===== src/rtl/timer_trap_pkg.sv =====
package timer_trap_pkg;
  localparam int REG_ID_W = 4;

  typedef enum logic [REG_ID_W-1:0] {
    REG_CTL    = 4'd0,
    REG_FREQ   = 4'd1,
    REG_PCNT   = 4'd2,
    REG_VCNT   = 4'd3,
    REG_PT_CTL = 4'd4,
    REG_PT_CMP = 4'd5,
    REG_PT_VAL = 4'd6,
    REG_VT_CTL = 4'd7,
    REG_VT_CMP = 4'd8,
    REG_VT_VAL = 4'd9
  } reg_id_e;

  localparam logic [REG_ID_W-1:0] LAST_LISTED = REG_VT_VAL;

  typedef enum logic [2:0] {
    CLS_NONE, CLS_CTL, CLS_FREQ, CLS_PCNT, CLS_VCNT, CLS_PTMR, CLS_VTMR
  } reg_cls_e;

  typedef struct packed {
    logic ptmr;
    logic vtmr;
    logic vcnt;
    logic pcnt;
  } perm_t;
endpackage


===== src/rtl/tat_reg_classify.sv =====
module tat_reg_classify
  import timer_trap_pkg::*;
(
  input  logic [REG_ID_W-1:0] reg_id_i,
  output reg_cls_e            cls_o
);
  always_comb begin
    unique case (reg_id_i)
      REG_CTL:                            cls_o = CLS_CTL;
      REG_FREQ:                           cls_o = CLS_FREQ;
      REG_PCNT:                           cls_o = CLS_PCNT;
      REG_VCNT:                           cls_o = CLS_VCNT;
      REG_PT_CTL, REG_PT_CMP, REG_PT_VAL: cls_o = CLS_PTMR;
      REG_VT_CTL, REG_VT_CMP, REG_VT_VAL: cls_o = CLS_VTMR;
      default:                            cls_o = CLS_NONE;
    endcase
  end
endmodule


===== src/rtl/tat_trap_decide.sv =====
module tat_trap_decide
  import timer_trap_pkg::*;
(
  input  logic       valid_i,
  input  logic [1:0] priv_i,
  input  reg_cls_e   cls_i,
  input  perm_t      perm_i,
  output logic       trap_o,
  output logic       ctl_open_o
);
  logic user_lvl;
  assign user_lvl = (priv_i == 2'd0);

  always_comb begin
    trap_o = 1'b0;
    if (valid_i && user_lvl) begin
      unique case (cls_i)
        CLS_CTL:  trap_o = 1'b1;
        // frequency stays open while either counter is open
        CLS_FREQ: trap_o = ~(perm_i.pcnt | perm_i.vcnt);
        CLS_PCNT: trap_o = ~perm_i.pcnt;
        CLS_VCNT: trap_o = ~perm_i.vcnt;
        CLS_PTMR: trap_o = ~perm_i.ptmr;
        CLS_VTMR: trap_o = ~perm_i.vtmr;
        default:  trap_o = 1'b0;
      endcase
    end
  end

  assign ctl_open_o = valid_i && !user_lvl && (cls_i == CLS_CTL);
endmodule


===== src/rtl/tat_ctl_store.sv =====
module tat_ctl_store #(
  parameter int               DATA_W  = 32,
  parameter logic [DATA_W-1:0] RST_VAL = '0
) (
  input  logic              clk_i,
  input  logic              rst_ni,
  input  logic              we_i,
  input  logic [DATA_W-1:0] wdata_i,
  output logic [DATA_W-1:0] q_o
);
  always_ff @(posedge clk_i or negedge rst_ni) begin
    if (!rst_ni)   q_o <= RST_VAL;
    else if (we_i) q_o <= wdata_i;
  end

  p_hold_no_we_r7: assert property (@(posedge clk_i) disable iff (!rst_ni)
    !we_i |=> $stable(q_o));
endmodule


===== src/rtl/timer_access_trap.sv =====
module timer_access_trap
  import timer_trap_pkg::*;
#(
  parameter int               DATA_W  = 32,
  parameter logic [DATA_W-1:0] CTL_RST = '0,
  parameter int               PC_BIT  = 0,
  parameter int               VC_BIT  = 1,
  parameter int               VT_BIT  = 8,
  parameter int               PT_BIT  = 9
) (
  input  logic                clk_i,
  input  logic                rst_ni,
  input  logic                acc_valid_i,
  input  logic [1:0]          priv_i,
  input  logic [REG_ID_W-1:0] reg_id_i,
  input  logic                wr_i,
  input  logic [DATA_W-1:0]   wdata_i,
  output logic                trap_o,
  output logic                ctl_we_o,
  output logic [DATA_W-1:0]   rdata_o
);
  logic [DATA_W-1:0] ctl_q;
  perm_t             perm;
  reg_cls_e          cls;
  logic              ctl_open;

  assign perm.pcnt = ctl_q[PC_BIT];
  assign perm.vcnt = ctl_q[VC_BIT];
  assign perm.vtmr = ctl_q[VT_BIT];
  assign perm.ptmr = ctl_q[PT_BIT];

  tat_reg_classify u_cls (
    .reg_id_i (reg_id_i),
    .cls_o    (cls)
  );

  tat_trap_decide u_dec (
    .valid_i    (acc_valid_i),
    .priv_i     (priv_i),
    .cls_i      (cls),
    .perm_i     (perm),
    .trap_o     (trap_o),
    .ctl_open_o (ctl_open)
  );

  assign ctl_we_o = ctl_open && wr_i;
  assign rdata_o  = (ctl_open && !wr_i) ? ctl_q : '0;

  tat_ctl_store #(.DATA_W(DATA_W), .RST_VAL(CTL_RST)) u_store (
    .clk_i   (clk_i),
    .rst_ni  (rst_ni),
    .we_i    (ctl_we_o),
    .wdata_i (wdata_i),
    .q_o     (ctl_q)
  );

  p_idle_quiet_r10: assert property (@(posedge clk_i) disable iff (!rst_ni)
    !acc_valid_i |-> (!trap_o && !ctl_we_o && rdata_o == '0));
  p_upper_no_trap_r8: assert property (@(posedge clk_i) disable iff (!rst_ni)
    (acc_valid_i && priv_i != 2'd0) |-> !trap_o);
  p_write_lands_r8: assert property (@(posedge clk_i) disable iff (!rst_ni)
    ctl_we_o |=> (ctl_q == $past(wdata_i)));
  p_user_ctl_trap_r7: assert property (@(posedge clk_i) disable iff (!rst_ni)
    (acc_valid_i && priv_i == 2'd0 && reg_id_i == REG_CTL)
      |-> (trap_o && !ctl_we_o && rdata_o == '0));
  p_freq_open_r6: assert property (@(posedge clk_i) disable iff (!rst_ni)
    (acc_valid_i && reg_id_i == REG_FREQ && (ctl_q[PC_BIT] || ctl_q[VC_BIT])) |-> !trap_o);
  p_unlisted_r9: assert property (@(posedge clk_i) disable iff (!rst_ni)
    (reg_id_i > LAST_LISTED) |-> !trap_o);
endmodule


===== config.mk =====
export PLATFORM = sky130hd
export DESIGN_NAME = timer_access_trap
export DESIGN_NICKNAME = d
export VERILOG_FILES = /design/src/rtl/timer_trap_pkg.sv /design/src/rtl/tat_reg_classify.sv /design/src/rtl/tat_trap_decide.sv /design/src/rtl/tat_ctl_store.sv /design/src/rtl/timer_access_trap.sv
export SDC_FILE = /design/constraint.sdc
export NUM_CORES = 1
export LEC_CHECK = 0
export BUFFER_PORTS_ARGS = -buffer_cell sky130_fd_sc_hd__buf_2
export CORE_MARGIN = 1.5
export CORE_UTILIZATION = 40
export CTS_CLUSTER_SIZE = 10
export DETAILED_ROUTE_END_ITERATION = 7
export GPL_ROUTABILITY_DRIVEN = 0
export GPL_TIMING_DRIVEN = 0
export PLACE_DENSITY = 0.84
export SLEW_MARGIN = 20
export SYNTH_ARGS = -nofsm -noshare
export SYNTH_HDL_FRONTEND = slang
export SYNTH_SLANG_ARGS = --single-unit

===== constraint.sdc =====
create_clock -name clk_i -period 1.55 [get_ports clk_i]
set_input_delay 0.2325 -clock clk_i [delete_from_list [all_inputs] [get_ports clk_i]]
set_output_delay 0.2325 -clock clk_i [all_outputs]
set_load 0.005 [all_outputs]

==> flow_metrics.env, run 1 <==
export IMPL_grt_pass1_vias=1406
export IMPL_crit_fanout=8
export IMPL_hold_viol_final=7
export IMPL_worst_setup_path_type="input port to output pin"
export IMPL_initial_utilization_pct=42.1
export IMPL_firstDrtPassIters=4
export IMPL_largest_reg_flops=32
export IMPL_die_x_um=68.1
export IMPL_synth_area_leader_cell="dfrtp_1"
export IMPL_holdWs_ns=-0.0109
export IMPL_area_growth_syn_to_layout_pct=60.2
export IMPL_grt_max_degree=33
export IMPL_synth_edff_count=0
export IMPL_holdCritPathClass="input port to async pin"
export IMPL_antenna_found_initial=0
export IMPL_setup_viol=61
export IMPL_rr_startpoint="u_store.q_o[1]"
export IMPL_vias_per_cell=4.89
export IMPL_die_area_um2=4640
export IMPL_grt_use_total_pct=19.2
export IMPL_power_internal_uw=1620
export IMPL_wl_met2_mm=2.25
export IMPL_fin_crit_sh_pct=114
export IMPL_switchingPower_uw=484
export IMPL_synth_cell_types=23
export IMPL_crit_path_end_kind="output pin"
export IMPL_synthesis_area_um2=1700
export IMPL_synthTopCellsByCount="32 x and2_1, 32 x dfrtp_1, 29 x mux2_4"
export IMPL_io_pins=76
export IMPL_violations="hold timing, setup timing"
export IMPL_cp_startpoint="reg_id_i[0]"
export IMPL_num_vias=1370
export IMPL_finClkSkew_ns=0
export IMPL_reg2reg_depth=1
export IMPL_ys_seq_elements=32
export IMPL_cp_arrival_ns=1.53
export IMPL_netlist_area_leader_share_pct=47.2
export IMPL_tightestPinTransition_ns=0.693
export IMPL_cap_violations=0
export IMPL_drtIter0Drc=30
export IMPL_synth_async_sr_flop_share_pct=100
export IMPL_top_layer="met4"
export IMPL_p_comb_share_pct=18.6
export IMPL_wl_mm=4.12
export IMPL_p_seq_share_pct=50.8
export IMPL_rsz0062_at_grt="yes"
export IMPL_syn_inst=129
export IMPL_numCtsBuffers=5
export IMPL_status="finished with violations"
export IMPL_core_rowCount=23
export IMPL_gr_total_overflow=0
export IMPL_clock_fmax_mhz=568
export IMPL_nets=272
export IMPL_start_kind="input port"
export IMPL_htreeDepth=2
export IMPL_fp_coreArea_um2=4030
export IMPL_clock_latency_ns=0.27
export IMPL_yosysWarnings=0
export IMPL_cts_buffer_depth=2
export IMPL_syn_area_per_cell_um2=13.2
export IMPL_p_leak_uw=0.00150
export IMPL_die_y_um=68.1
export IMPL_wl_met3_um=229
export IMPL_dp_hpwl_mm=2.49
export IMPL_yosysSeqAreaShare_pct=47.2
export IMPL_synth_flop_cell="dfrtp_1"
export IMPL_ant_nets=0
export IMPL_detail_route_wl_per_cell_um=14.7
export IMPL_dpl_cell_count=254
export IMPL_grt_pass1_wl_mm=6.49
export IMPL_drt_met1_wl_mm=1.50
export IMPL_drive_above_1_share_pct=73.9
export IMPL_switching_share_pct=23.1
export IMPL_finalMaxSlewViolations=0
export IMPL_syn_nets=172
export IMPL_root_buffer="clkbuf_8"
export IMPL_maxSlewHeadroom_pct=53.8
export IMPL_cts_tree="built"
export IMPL_finalWorstSetupSlack_ns=-0.212
export IMPL_peakVddDrop_uv=456
export IMPL_instances_no_fill=280
export IMPL_n_antenna_cell=0
export IMPL_p_clk_share_pct=30.5
export IMPL_pre_cts_ws_ns=-0.414
export IMPL_top_regs="u_store.q_o x32"
export IMPL_power_density_nw_per_um2=773
export IMPL_largest_register="u_store.q_o"
export IMPL_drc=0
export IMPL_dpl_cell_area_um2=2150
export IMPL_critPathRequiredTime_ns=1.32
export IMPL_ys_top_cells_by_area="dfrtp_1 47%, mux2_4 26%, and2_1 12%, buf_6 2.0%, mux2_2 2.0%"
export IMPL_clkTransAtPathRegs_ns=0.07
export IMPL_final_cell_area_um2=2720
export IMPL_fill_cells=311
export IMPL_fin_crit_ns=1.76
export IMPL_io_buffers=75
export IMPL_cts_sinks=32
[layout by cell type, fill, tap and decap left out, types with 2 or more instances in the layout]
master	count
and2_1	5
buf_8	7
a21oi_1	2
buf_6	28
inv_1	2
mux2_4	29
buf_12	3
nand2b_1	4
clkbuf_1	2
buf_4	15
a22oi_1	2
clkbuf_8	6
mux2_2	3
buf_2	46
nor2_1	2
nand2_1	3
and2_4	27
dfrtp_1	32
[per-layer routing]
layer,track usage [%],vias to the layer above
met5,0,-
met4,7.75,0
met3,6.41,14
met2,34.2,52
met1,20.8,667
li1,-,637
[worst max-delay path, cell delays in order]
cell and delay, ns:
buf_8 0.10, ha_4 0.24, nor2_2 0.06, and4b_2 0.24, and2b_4 0.27, buf_6 0.14, and2_1 0.12, buf_2 0.11
[layout make-up]
cell class,count,area (um2),share of cell area (%)
Buffer,6,105,3.87
Clock buffer,8,90.1,3.31
Inverter,2,7.51,0.276
Multi-Input combinational cell,89,933,34.3
Sequential cell,32,801,29.5
Tap cell,50,62.6,2.30
Timing Repair Buffer,93,718,26.4
[path summary, 6_finish.rpt]
path,to,slack (ns)
min in group clk_i,u_store.q_o[8],0.18
max reg2reg,u_store.q_o[1],0.75
max in group asynchronous,u_store.q_o[30],1.10
min reg2reg,u_store.q_o[3],0.51
min,u_store.q_o[3],-0.01
max,rdata_o[3],-0.21
[repair_timing]
action	4_1_cts	5_1_grt
cloned	3	0
buffers inserted	14	1
endpoints found under the setup margin	34	37
pin swaps	30	7
resized for setup	49	36
hold buffers	0	0
[cell families (layout without fill, tap and decap cells)]
logic type | after synthesis | count (layout) | share of synthesized area (%)
adders and majority gates | 1 | 1 | 0.737
muxes | 32 | 32 | 27.7
buffers and inverters | 8 | 109 | 3.10
DFF | 32 | 32 | 47.2
AOI/OAI and AO/OA | 8 | 8 | 3.24
and+or+nand+nor | 48 | 48 | 18.1
[through the flow]
step	util [%]	total power, uW	setup TNS [ns]	hold WS, ns
finish	67.5	2100	-7.57	-0.0109
global route	67.5	2220	-10.09	0.0479
CTS	63.9	2100	-5.67	0.0161
detailed placement	53.4	1410	-17.64	0.324
global placement	53.4	1400	-16.58	0.314
floorplan	-	1290	0	-0.0631
[power groups by stage]
| stage | sequential [uW] | clock, uW | combinational, uW |
|---|---|---|---|
| 4_1_cts | 1060 | 658 | 384 |
| 2_1_floorplan | 1040 | 0 | 245 |
| 3_3_place_gp | 1060 | 0 | 335 |
| 3_5_place_dp | 1060 | 0 | 349 |
| 6_report | 1070 | 642 | 392 |
| 5_1_grt | 1090 | 711 | 426 |
(Power assumes the default switching activity.)
==> run 2, diff against run 1 <==
--- a/config.mk
+++ b/config.mk
@@ -13,6 +13,7 @@
 export GPL_ROUTABILITY_DRIVEN = 0
 export GPL_TIMING_DRIVEN = 0
 export PLACE_DENSITY = 0.84
+export SETUP_SLACK_MARGIN = 0.15
 export SLEW_MARGIN = 20
 export SYNTH_ARGS = -nofsm -noshare
 export SYNTH_HDL_FRONTEND = slang
==> run 2 against run 1 <==
Compared with the run above:
- the flow finishes with violations (setup timing)
- first-iteration DRC count fell by 30%
- largest power group unchanged
- die area did not move
- combinational power fell by 4%
- clock skew did not move
- largest cell class unchanged
- critical endpoint unchanged
- hold slack improved by 0.016 ns
- sequential cell count did not move
- utilization fell by 0.43 points
- clock power rose by 34%
- sequential power barely moved
==> flow_metrics.env, run 2 (synthesis results as in run 1) <==
export IMPL_die_area_um2=4640
export IMPL_peakVddDrop_uv=470
export IMPL_area_growth_syn_to_layout_pct=59.1
export IMPL_violations="setup timing"
export IMPL_grt_pass1_vias=1292
export IMPL_crit_slowest_cell="and2b_4"
export IMPL_mostFrequentLayoutCells="43 x buf_2, 32 x dfrtp_1, 30 x and2_4, 30 x buf_6, 29 x mux2_4"
export IMPL_cp_arrival_ns=1.56
export IMPL_setup_viol=34
export IMPL_holdCritPathClass="input port to async pin"
export IMPL_cp_startpoint="reg_id_i[1]"
export IMPL_path_cells="buf_8, ha_4, nor2_4, and4b_2, and2b_4, buf_8, and2_4, buf_6"
export IMPL_gr_total_overflow=0
export IMPL_finClkSkew_ns=0
export IMPL_vias_per_cell=4.74
export IMPL_n_antenna_cell=0
export IMPL_htreeDepth=2
export IMPL_power_density_nw_per_um2=852
export IMPL_final_cell_area_um2=2700
export IMPL_cap_violations=0
export IMPL_finalWorstSetupSlack_ns=-0.241
export IMPL_start_kind="input port"
export IMPL_nets=261
export IMPL_ant_nets=0
export IMPL_die_x_um=68.1
export IMPL_clock_latency_ns=0.27
export IMPL_cp_top_family="simple AND/OR/NAND/NOR gates"
export IMPL_wl_mm=4.05
export IMPL_cts_sinks=32
export IMPL_dpl_cell_area_um2=2260
export IMPL_core_rowCount=23
export IMPL_grt_max_degree=33
export IMPL_firstDrtPassIters=4
export IMPL_worst_setup_path_type="input port to output pin"
export IMPL_initial_utilization_pct=42.1
export IMPL_io_buffers=75
export IMPL_finalMaxSlewViolations=0
export IMPL_status="finished with violations"
export IMPL_fp_coreArea_um2=4030
export IMPL_antenna_found_initial=0
export IMPL_top_regs="u_store.q_o x32"
export IMPL_grt_use_total_pct=18.2
export IMPL_drc=0
export IMPL_drive_above_1_share_pct=74.9
export IMPL_rr_startpoint="u_store.q_o[1]"
export IMPL_cts_buffer_depth=2
export IMPL_slowest_delay_ns=0.29
export IMPL_maxSlewHeadroom_pct=52.3
export IMPL_layout_commonest_cell="buf_2"
export IMPL_critPathMostFrequentCell="buf_8"
export IMPL_clock_fmax_mhz=558
export IMPL_grt_pass1_wl_mm=6.11
export IMPL_tightestPinTransition_ns=0.715
export IMPL_largest_reg_flops=32
export IMPL_fill_cells=302
export IMPL_fin_crit_ns=1.79
export IMPL_dp_hpwl_mm=2.70
export IMPL_crit_path_end_kind="output pin"
export IMPL_die_y_um=68.1
export IMPL_p_leak_uw=0.00147
export IMPL_rsz0062_at_grt="yes"
export IMPL_crit_fanout=8
export IMPL_critPathRequiredTime_ns=1.32
export IMPL_hold_viol_final=0
export IMPL_numCtsBuffers=5
export IMPL_clkTransAtPathRegs_ns=0.07
export IMPL_cts_tree="built"
export IMPL_io_pins=76
export IMPL_dpl_cell_count=254
export IMPL_largest_register="u_store.q_o"
export IMPL_detail_route_wl_per_cell_um=15.1
export IMPL_fin_crit_sh_pct=116
export IMPL_pre_cts_ws_ns=-0.309
export IMPL_cp_buffers_inverters=3
export IMPL_drtIter0Drc=21
export IMPL_num_vias=1276
export IMPL_instances_no_fill=269
export IMPL_root_buffer="clkbuf_8"
[run 2: cell count changes in the layout (fill, tap and decap cells not counted), moves of 2 or more]
cell,before,now
buf_4,15,4
and2_1,5,2
and2_4,27,30
buf_2,46,43
buf_6,28,30
clkbuf_1,2,0
[run 2: per-layer routing]
layer / up-vias / GRT usage [%] / share of wire [%]
met2: 48 / 30.8 / 52
met1: 607 / 22.1 / 42
li1: 615 / - / -
met3: 6 / 3.95 / 4.9
met4: 0 / 7.75 / 1.6
met5: - / 0 / 0
[run 2: cell type report]
type	count	area (um2)	share of cell area (%)
clock inverter	1	30.0	1.11
clock buffer	7	96.3	3.57
buffer	6	105	3.89
timing repair buffer	82	658	24.4
sequential	32	801	29.7
tap	50	62.6	2.32
inverter	2	7.51	0.278
multi-input combinational	89	940	34.8
[run 2: power by group]
| part | total, uW | internal [uW] | switching [uW] |
|---|---|---|---|
| Combinational | 375 | 263 | 112 |
| Clock | 858 | 567 | 291 |
| Sequential | 1070 | 978 | 88.6 |
[run 2: worst paths after layout]
path                                    to  slack, ns  depth (start not counted)
min reg2reg                 u_store.q_o[3]       0.51                          1
min in group clk_i          u_store.q_o[7]       0.18                          2
max reg2reg                 u_store.q_o[1]       0.76                          1
min                        u_store.q_o[18]      0.006                          1
max in group asynchronous  u_store.q_o[26]       1.09                          1
max                             rdata_o[3]      -0.24                          8
[run 2: what timing repair did]
action	4_1_cts	5_1_grt
setup buffers	3	1
pin swaps	6	6
endpoints found under the hold margin	0	0
gates cloned	3	0
setup endpoints to repair	34	63
hold buffers	0	0
resized for setup	40	11
[run 2: through the flow]
stage / power [uW] / hold WS (ns) / TNS, ns / util, %
3_5_place_dp: 1430 / 0.328 / -13.51 / 56.2
6_report: 2300 / 0.00557 / -7.39 / 67.0
4_1_cts: 2320 / 0.0189 / -7.34 / 66.1
2_1_floorplan: 1300 / -0.0631 / 0 / -
5_1_grt: 2420 / 0.0571 / -9.55 / 67.0
3_3_place_gp: 1410 / 0.312 / -12.85 / 56.2
